### src/rtl/codec_wr_pkg.sv
package codec_wr_pkg;

  localparam int REG_W     = 7;
  localparam int DATA_W    = 9;
  localparam int BYTE_W    = 8;
  localparam int NUM_BYTES = 3;

  typedef enum logic [1:0] {
    OP_NONE  = 2'b00,
    OP_START = 2'b01,
    OP_WRITE = 2'b10,
    OP_STOP  = 2'b11
  } bus_op_e;

  typedef enum logic [2:0] {
    ST_IDLE,
    ST_WAIT,
    ST_CMD,
    ST_RSP,
    ST_DONE
  } seq_state_e;

  function automatic logic [BYTE_W-1:0] write_addr(input logic [BYTE_W-1:0] a);
    return {a[BYTE_W-1:1], 1'b0};
  endfunction

endpackage

### src/rtl/codec_wr_pack.sv
module codec_wr_pack
  import codec_wr_pkg::*;
#(
  parameter logic [BYTE_W-1:0] DEV_ADDR = 8'h34
) (
  input  logic [REG_W-1:0]                   reg_idx,
  input  logic [DATA_W-1:0]                  reg_val,
  output logic [NUM_BYTES-1:0][BYTE_W-1:0]   bytes
);

  // Slot 0 addresses the device, slot 1 carries the index plus the value MSB,
  // slot 2 carries the low value bits.
  always_comb begin
    bytes[0] = write_addr(DEV_ADDR);
    bytes[1] = {reg_idx, reg_val[DATA_W-1]};
    bytes[2] = reg_val[BYTE_W-1:0];
  end

endmodule

### src/rtl/codec_wr_idle_wait.sv
module codec_wr_idle_wait #(
  parameter int TIMEOUT = 4096
) (
  input  logic clk,
  input  logic rst_n,
  input  logic clear,
  input  logic busy_tick,
  output logic expired
);

  localparam int CW = $clog2(TIMEOUT + 1);
  localparam logic [CW-1:0] LAST = CW'(TIMEOUT - 1);

  logic [CW-1:0] cnt;

  always_ff @(posedge clk or negedge rst_n) begin
    if (!rst_n) begin
      cnt <= '0;
    end else if (clear) begin
      cnt <= '0;
    end else if (busy_tick && cnt != LAST) begin
      cnt <= cnt + 1'b1;
    end
  end

  // High during the TIMEOUT-th consecutive busy cycle of the wait.
  assign expired = busy_tick && (cnt == LAST);

endmodule

### src/rtl/codec_wr_seq.sv
module codec_wr_seq
  import codec_wr_pkg::*;
(
  input  logic                               clk,
  input  logic                               rst_n,
  input  logic                               req_valid,
  output logic                               req_ready,
  input  logic                               bus_busy,
  output logic                               wait_clear,
  output logic                               wait_tick,
  input  logic                               wait_expired,
  input  logic [NUM_BYTES-1:0][BYTE_W-1:0]   bytes,
  output logic                               cmd_valid,
  input  logic                               cmd_ready,
  output logic [1:0]                         cmd_op,
  output logic [BYTE_W-1:0]                  cmd_byte,
  input  logic                               rsp_valid,
  input  logic                               rsp_nack,
  output logic                               done,
  output logic                               done_err
);

  localparam int PH_W = $clog2(NUM_BYTES + 2);
  localparam logic [PH_W-1:0] PH_START = '0;
  localparam logic [PH_W-1:0] PH_STOP  = PH_W'(NUM_BYTES + 1);

  seq_state_e      state;
  logic [PH_W-1:0] phase;
  logic            err;
  logic            is_write;

  assign is_write = (phase != PH_START) && (phase != PH_STOP);

  always_ff @(posedge clk or negedge rst_n) begin
    if (!rst_n) begin
      state <= ST_IDLE;
      phase <= PH_START;
      err   <= 1'b0;
    end else begin
      unique case (state)
        ST_IDLE: begin
          if (req_valid) begin
            state <= ST_WAIT;
            phase <= PH_START;
            err   <= 1'b0;
          end
        end
        ST_WAIT: begin
          if (!bus_busy) begin
            state <= ST_CMD;
          end else if (wait_expired) begin
            state <= ST_DONE;
            err   <= 1'b1;
          end
        end
        ST_CMD: begin
          if (cmd_ready) state <= ST_RSP;
        end
        ST_RSP: begin
          if (rsp_valid) begin
            if (is_write && rsp_nack) begin
              err   <= 1'b1;
              phase <= PH_STOP;
              state <= ST_CMD;
            end else if (phase == PH_STOP) begin
              state <= ST_DONE;
            end else begin
              phase <= phase + 1'b1;
              state <= ST_CMD;
            end
          end
        end
        ST_DONE: state <= ST_IDLE;
        default: state <= ST_IDLE;
      endcase
    end
  end

  always_comb begin
    cmd_byte = '0;
    for (int i = 0; i < NUM_BYTES; i++) begin
      if (phase == PH_W'(i + 1)) cmd_byte = bytes[i];
    end
  end

  always_comb begin
    if (phase == PH_START)     cmd_op = OP_START;
    else if (phase == PH_STOP) cmd_op = OP_STOP;
    else                       cmd_op = OP_WRITE;
  end

  assign req_ready  = (state == ST_IDLE);
  assign cmd_valid  = (state == ST_CMD);
  assign done       = (state == ST_DONE);
  assign done_err   = (state == ST_DONE) && err;
  assign wait_clear = (state == ST_IDLE);
  assign wait_tick  = (state == ST_WAIT) && bus_busy;

endmodule

### src/rtl/codec_wr_framer.sv
module codec_wr_framer
  import codec_wr_pkg::*;
#(
  parameter logic [7:0] DEV_ADDR     = 8'h34,
  parameter int         BUSY_TIMEOUT = 4096
) (
  input  logic       clk,
  input  logic       rst_n,
  input  logic       req_valid,
  output logic       req_ready,
  input  logic [6:0] req_reg,
  input  logic [8:0] req_data,
  input  logic       bus_busy,
  output logic       cmd_valid,
  input  logic       cmd_ready,
  output logic [1:0] cmd_op,
  output logic [7:0] cmd_byte,
  input  logic       rsp_valid,
  input  logic       rsp_nack,
  output logic       done,
  output logic       done_err
);

  logic [REG_W-1:0]                 reg_q;
  logic [DATA_W-1:0]                data_q;
  logic [NUM_BYTES-1:0][BYTE_W-1:0] bytes;
  logic                             wait_clear;
  logic                             wait_tick;
  logic                             wait_expired;

  always_ff @(posedge clk or negedge rst_n) begin
    if (!rst_n) begin
      reg_q  <= '0;
      data_q <= '0;
    end else if (req_valid && req_ready) begin
      reg_q  <= req_reg;
      data_q <= req_data;
    end
  end

  codec_wr_pack #(.DEV_ADDR(DEV_ADDR)) u_pack (
    .reg_idx (reg_q),
    .reg_val (data_q),
    .bytes   (bytes)
  );

  codec_wr_idle_wait #(.TIMEOUT(BUSY_TIMEOUT)) u_wait (
    .clk       (clk),
    .rst_n     (rst_n),
    .clear     (wait_clear),
    .busy_tick (wait_tick),
    .expired   (wait_expired)
  );

  codec_wr_seq u_seq (
    .clk          (clk),
    .rst_n        (rst_n),
    .req_valid    (req_valid),
    .req_ready    (req_ready),
    .bus_busy     (bus_busy),
    .wait_clear   (wait_clear),
    .wait_tick    (wait_tick),
    .wait_expired (wait_expired),
    .bytes        (bytes),
    .cmd_valid    (cmd_valid),
    .cmd_ready    (cmd_ready),
    .cmd_op       (cmd_op),
    .cmd_byte     (cmd_byte),
    .rsp_valid    (rsp_valid),
    .rsp_nack     (rsp_nack),
    .done         (done),
    .done_err     (done_err)
  );

endmodule

### config.mk
export PLATFORM = sky130hd
export DESIGN_NAME = codec_wr_framer
export DESIGN_NICKNAME = d
export VERILOG_FILES = /design/src/rtl/codec_wr_pkg.sv /design/src/rtl/codec_wr_pack.sv /design/src/rtl/codec_wr_idle_wait.sv /design/src/rtl/codec_wr_seq.sv /design/src/rtl/codec_wr_framer.sv
export SDC_FILE = /design/constraint.sdc
export NUM_CORES = 1
export LEC_CHECK = 0
export BUFFER_PORTS_ARGS = -buffer_cell sky130_fd_sc_hd__buf_2
export CORE_ASPECT_RATIO = 0.7
export CORE_MARGIN = 3
export CORE_UTILIZATION = 55
export CTS_CLUSTER_SIZE = 12
export DETAILED_ROUTE_END_ITERATION = 16
export PLACE_DENSITY_LB_ADDON = 0.3
export SLEW_MARGIN = 20
export SYNTH_ARGS = -nofsm -noshare
export SYNTH_HDL_FRONTEND = slang
export SYNTH_SLANG_ARGS = --single-unit
### constraint.sdc
create_clock -name clk -period 5.7 [get_ports clk]
set_clock_uncertainty 0.1 [all_clocks]
set_input_delay 0.57 -clock clk [delete_from_list [all_inputs] [get_ports clk]]
set_output_delay 0.57 -clock clk [all_outputs]
set_load 0.05 [all_outputs]
## After elaboration in Yosys (flattened, before gate mapping)

Index checks and enable logic that the tools add are counted.

- Register bits after elaboration: 36
- Logic and storage cells: 69

- Add/sub/neg operators: 2
- Eq/ne operators: 19
- Mux-type cells: 26
- Reduce and logical (&&, ||, !) cells: 16

Operators by type and width:

| operator | number |
|---|---|
| $mux 3 | 11 |
| $mux 13 | 2 |
| $mux 8 | 2 |
| $add 13x1->13 const B | 1 |
| $eq 13x12->1 const B | 1 |
| $ne 13x12->1 const B | 1 |
| $eq 3x2->1 const B | 4 |
| $pmux 3 s4 | 1 |
| $reduce_and 4->1 | 2 |
| $logic_and 1x1->1 | 7 |
| $eq 3x1->1 const B | 2 |
| $eq 3x3->1 const B | 2 |
| $logic_not 3->1 | 2 |
| $mux 1 | 6 |
| $mux 6 | 1 |
| $ne 2x1->1 const B | 3 |
| $ne 2x2->1 const B | 3 |
| $ne 3x2->1 const B | 2 |
| $pmux 3 s2 | 1 |
| $reduce_and 6->1 | 1 |
| $reduce_bool 3->1 | 2 |
| $reduce_bool 2->1 | 2 |
| $add 3x1->3 const B | 1 |
| $ne 3x3->1 const B | 1 |
| 2 further kinds | 2 |

## Logic depth before layout (Yosys ltp)

- Word-level depth: 6
- Gate-level depth with buffers: 7
- Mapped depth without buffers: 6

## Hierarchy

Synthesis repeated with hierarchy kept, for this count alone.

- Cells, all modules: 219
- Area, all modules: 2232.1 sq um

Modules (own cells, without submodules):

| module | cells each | instances | sequential area each (sq um) | area an instance (sq um) |
|---|---|---|---|---|
| codec_wr_idle_wait | 73 | 1 | 325.3 | 718.2 |
| codec_wr_seq | 86 | 1 | 175.2 | 690.7 |
| codec_wr_framer | 34 | 1 | 400.4 | 635.6 |
| codec_wr_pack | 26 | 1 | 0.0 | 187.7 |

## Worst setup path before layout

Ideal clock, no wire load.

- Path kind: register to output
- From: register u_seq.state[1]
- To: output port cmd_valid
- Data arrival time: 1.775 ns
- Stages on the path, launching flop included: 3
- Setup slack: 3.255 ns
- Path buffers: 1
- Cells stage by stage: dfrtp_1 -> clkbuf_1 -> nor3b_1

- Longest elaborated chain between the ends: 1

Ends and longest elaborated chain:

| element | RTL line | text |
|---|---|---|
| start, declared | codec_wr_seq.sv:27 | `seq_state_e state;` |
| start signal, assigned | codec_wr_seq.sv:36 | `state <= ST_IDLE;` |
| start signal, assigned | codec_wr_seq.sv:43 | `state <= ST_WAIT;` |
| start signal, assigned | codec_wr_seq.sv:50 | `state <= ST_CMD;` |
| $eq 3x2->1 | codec_wr_seq.sv:93 | `assign cmd_valid = (state == ST_CMD);` |
| end, declared | codec_wr_framer.sv:14 | `output logic cmd_valid,` |

Every way passes these cells.

## Worst setup path after layout

- From: register u_seq.phase[0]
- To: output port cmd_byte[3]

- Longest elaborated chain between the ends: 3
- Elaborated cells on any way between the ends: 4
- Classes of those cells: eq/ne (2); mux (2)

Ends and longest elaborated chain:

| element | RTL line | text |
|---|---|---|
| start, declared | codec_wr_seq.sv:28 | `logic [PH_W-1:0] phase;` |
| start signal, assigned | codec_wr_seq.sv:68 | `phase <= phase + 1'b1;` |
| $eq 3x2->1 | codec_wr_seq.sv:82 | `if (phase == PH_W'(i + 1)) cmd_byte = bytes[i];` |
| $mux 8 | codec_wr_seq.sv:82 |  |
| $mux 8 * | codec_wr_seq.sv:82 |  |
| end, declared | codec_wr_framer.sv:17 | `output logic [7:0] cmd_byte,` |

Every way passes the cells marked *; elsewhere a longest branch is shown, timed or not.

==> qor.csv <==
metric;value;unit
status;completed;
switching power;452;uW
Pwr Density;468;nW/um2
initial antenna violation count;0;
FMAX;381;MHz
P_int;589;uW
routed wire length per instance;14.1;um
nets@finish;258;
PortBufs;36;
cells taking the most area after synthesis;dfrtp_1 (46%), mux2_1 (9.8%), nand2_1 (4.6%), ha_1 (3.8%), a21oi_1 (2.6%);
Mapped Nets;224;
Logic pwr share;43.7;%
antenna viol nets, final;0;
Clock Sinks;36;
Syn Area/Cell;10.0;um2
Setup crit start kind;flop;
Clock power frac;16.8;%
FP Rows;17;
Multi-input gate area;968;um2
Max Slew Vio Count;0;
Worst-Margin Slew;0.944;ns
via count;1566;
Leak Pwr;0.00101;uW
Register Area;901;um2
1st-iter DRT viols;64;
remaining global-route overflow;0;
RSZ-0062 raised after global routing;false;
Resized cells post-CTS;0;
layout cells sized above 1;20.9;%
Clock Tree Root;clkbuf_8;
peak supply drop;0.000260;V
die area;4320;um2
die height;55.9;um
post-layout minimum cycle time;2.62;ns
largest net degree at the start of global routing;37;
total track usage;19.1;%
clk_lat worst skew;0.28;ns
ant diodes;0;
Detail Placement HPWL;2.91;mm
DRT Pass-1 Iters;4;
I/O pin total;37;
commonest cells after routing, fill and taps aside;dfrtp_1 (36), buf_2 (36), nand2_1 (24), mux2_1 (17);
Finish-stage setup viols;0;
part of the cycle the worst path needs;46.0;%
Synth Warn #;0;
critical path capture point type;primary output;
worst hold-check path type;in2async;
first-pass GRT wire length;6.58;mm
CTS H-tree depth;2;
sw frac;43.4;%
Worst Path Arrival;1.95;ns
most area-hungry cell type in the Yosys netlist;dfrtp_1;
total CTS buffers;5;
CTS tree;built;
non-filler cells in the finished layout;277;
fill count;286;
Cell variety after synth;41;
core area;3280;um2
Cells after Synth;195;
mapped cell area;1960;um2
WP data required;5.03;ns
critical path type;reg2out;
post-synthesis register bit count;36;
hold slack;0.242;ns
clock transition at the register clock pins on the worst setup and hold paths after CTS;0.07;ns
Layout Area Growth over Synthesis;13.6;%
cts hold-fix bufs;0;
Setup Fix Bufs, Post-CTS;0;
GPL Wtd Cong;0.847;
Setup TNS;0;ns
WL final;3.91;mm
Die W;77.3;um
maximum root-to-sink buffer count;2;
number of global-route vias before repair;1391;
CP max FO;5;
part of the power in registers;39.5;%
post-synthesis sequential area ratio;46.0;%
DRC Markers;0;
Hold Fails Final Rpt;0;
post-synth top area share;46.0;%
max-cap check violation count;0;
Initial Utilization;59.8;%
placed insts;269;
Slew headroom;36.4;%
drt via density;5.65;
cells by family (layout without fill, tap and decap cells):
group | Yosys count | count (layout) | share of synthesized area, %
mux | 17 | 17 | 9.78
buf+inv | 16 | 51 | 4.54
fa+ha+maj | 6 | 6 | 3.83
flops | 36 | 36 | 46.0
compound gates | 45 | 45 | 16.0
simple gates | 75 | 75 | 19.8
path summary, 6_finish.rpt:
check / start / end / slack [ns] / cells past startpoint
worst max-delay path: u_seq.phase[0]$_DFFE_PN0P_ / cmd_byte[3] / 3.08 / 6
worst min-delay path: rst_n / data_q[8]$_DFFE_PN0P_ / 0.24 / 1
worst max register to register: u_seq.state[0]$_DFFE_PN0P_ / reg_q[2]$_DFFE_PN0P_ / 3.20 / 4
worst min register to register: reg_q[5]$_DFFE_PN0P_ / reg_q[5]$_DFFE_PN0P_ / 0.39 / 1
max in group asynchronous: rst_n / u_seq.phase[1]$_DFFE_PN0P_ / 4.78 / 1
min in group clk: reg_q[5]$_DFFE_PN0P_ / reg_q[5]$_DFFE_PN0P_ / 0.39 / 1
per-layer routing:
metal	vias to the layer above	share of wire (%)	GRT usage, %
met4	0	0.79	4.57
met1	721	50	29.2
met5	-	0	0
met3	4	5.7	4.69
met2	47	43	27.2
li1	794	-	-
flip-flops by register name, summed over array words and instances (netlist names):
name,count
data_q,9
reg_q,7
u_seq.err,1
u_seq.phase,3
u_seq.state,3
u_wait.cnt,13
through the flow:
stage / instance area (um2) / utilization, % / setup WS (ns) / power [uW]
after floorplan: 1960 / - / 3.25 / 791
after global placement: 2140 / 65.2 / 3.27 / 859
after detailed placement: 2140 / 65.2 / 3.21 / 872
after CTS: 2220 / 67.9 / 3.09 / 1050
after global routing: 2220 / 67.9 / 2.91 / 1120
final: 2220 / 67.9 / 3.08 / 1040
Yosys cell counts (all sizes together):
master / n
or4: 4
a32o: 1
a22o: 5
a21boi: 1
and2: 1
clkbuf: 5
a31oi: 3
o22a: 1
nand2b: 3
a221o: 1
nand3: 7
o311ai: 1
o41ai: 1
o211a: 1
nand4: 5
o21ai: 12
nor3b: 2
o22ai: 1
nor2b: 2
inv: 7
nand2: 24
o21bai: 1
dfrtp: 36
and4bb: 1
nor2: 10
o221a: 1
or3: 4
a21oi: 10
o211ai: 1
buf: 4
and3: 4
nand3b: 1
nor4bb: 1
nor4: 1
mux2: 17
nor3: 5
o31ai: 4
ha: 6
power groups by stage:
| stage | Combinational (uW) | Clock [uW] | Sequential [uW] |
|---|---|---|---|
| 6_report | 455 | 175 | 411 |
| 5_1_grt | 498 | 193 | 426 |
| 2_1_floorplan | 412 | 0 | 379 |
| 4_1_cts | 456 | 180 | 410 |
| 3_3_place_gp | 447 | 0 | 412 |
| 3_5_place_dp | 456 | 0 | 415 |
area by class of cell:
class	count	share of cell area [%]
Tap cell	47	2.64
Timing Repair Buffer	36	8.10
Clock buffer	5	3.09
Sequential cell	36	40.5
Multi-Input combinational cell	143	43.5
Inverter	7	1.29
Clock inverter	3	0.844
critical path: stages, from the launching register on:
cell and delay [ns]:
dfrtp_1 0.43, inv_1 0.10, ha_1 0.23, nor2b_1 0.39, nand2_1 0.10, o21ai_1 0.14
buf_2 0.28
Power figures use the tool's default switching activity.
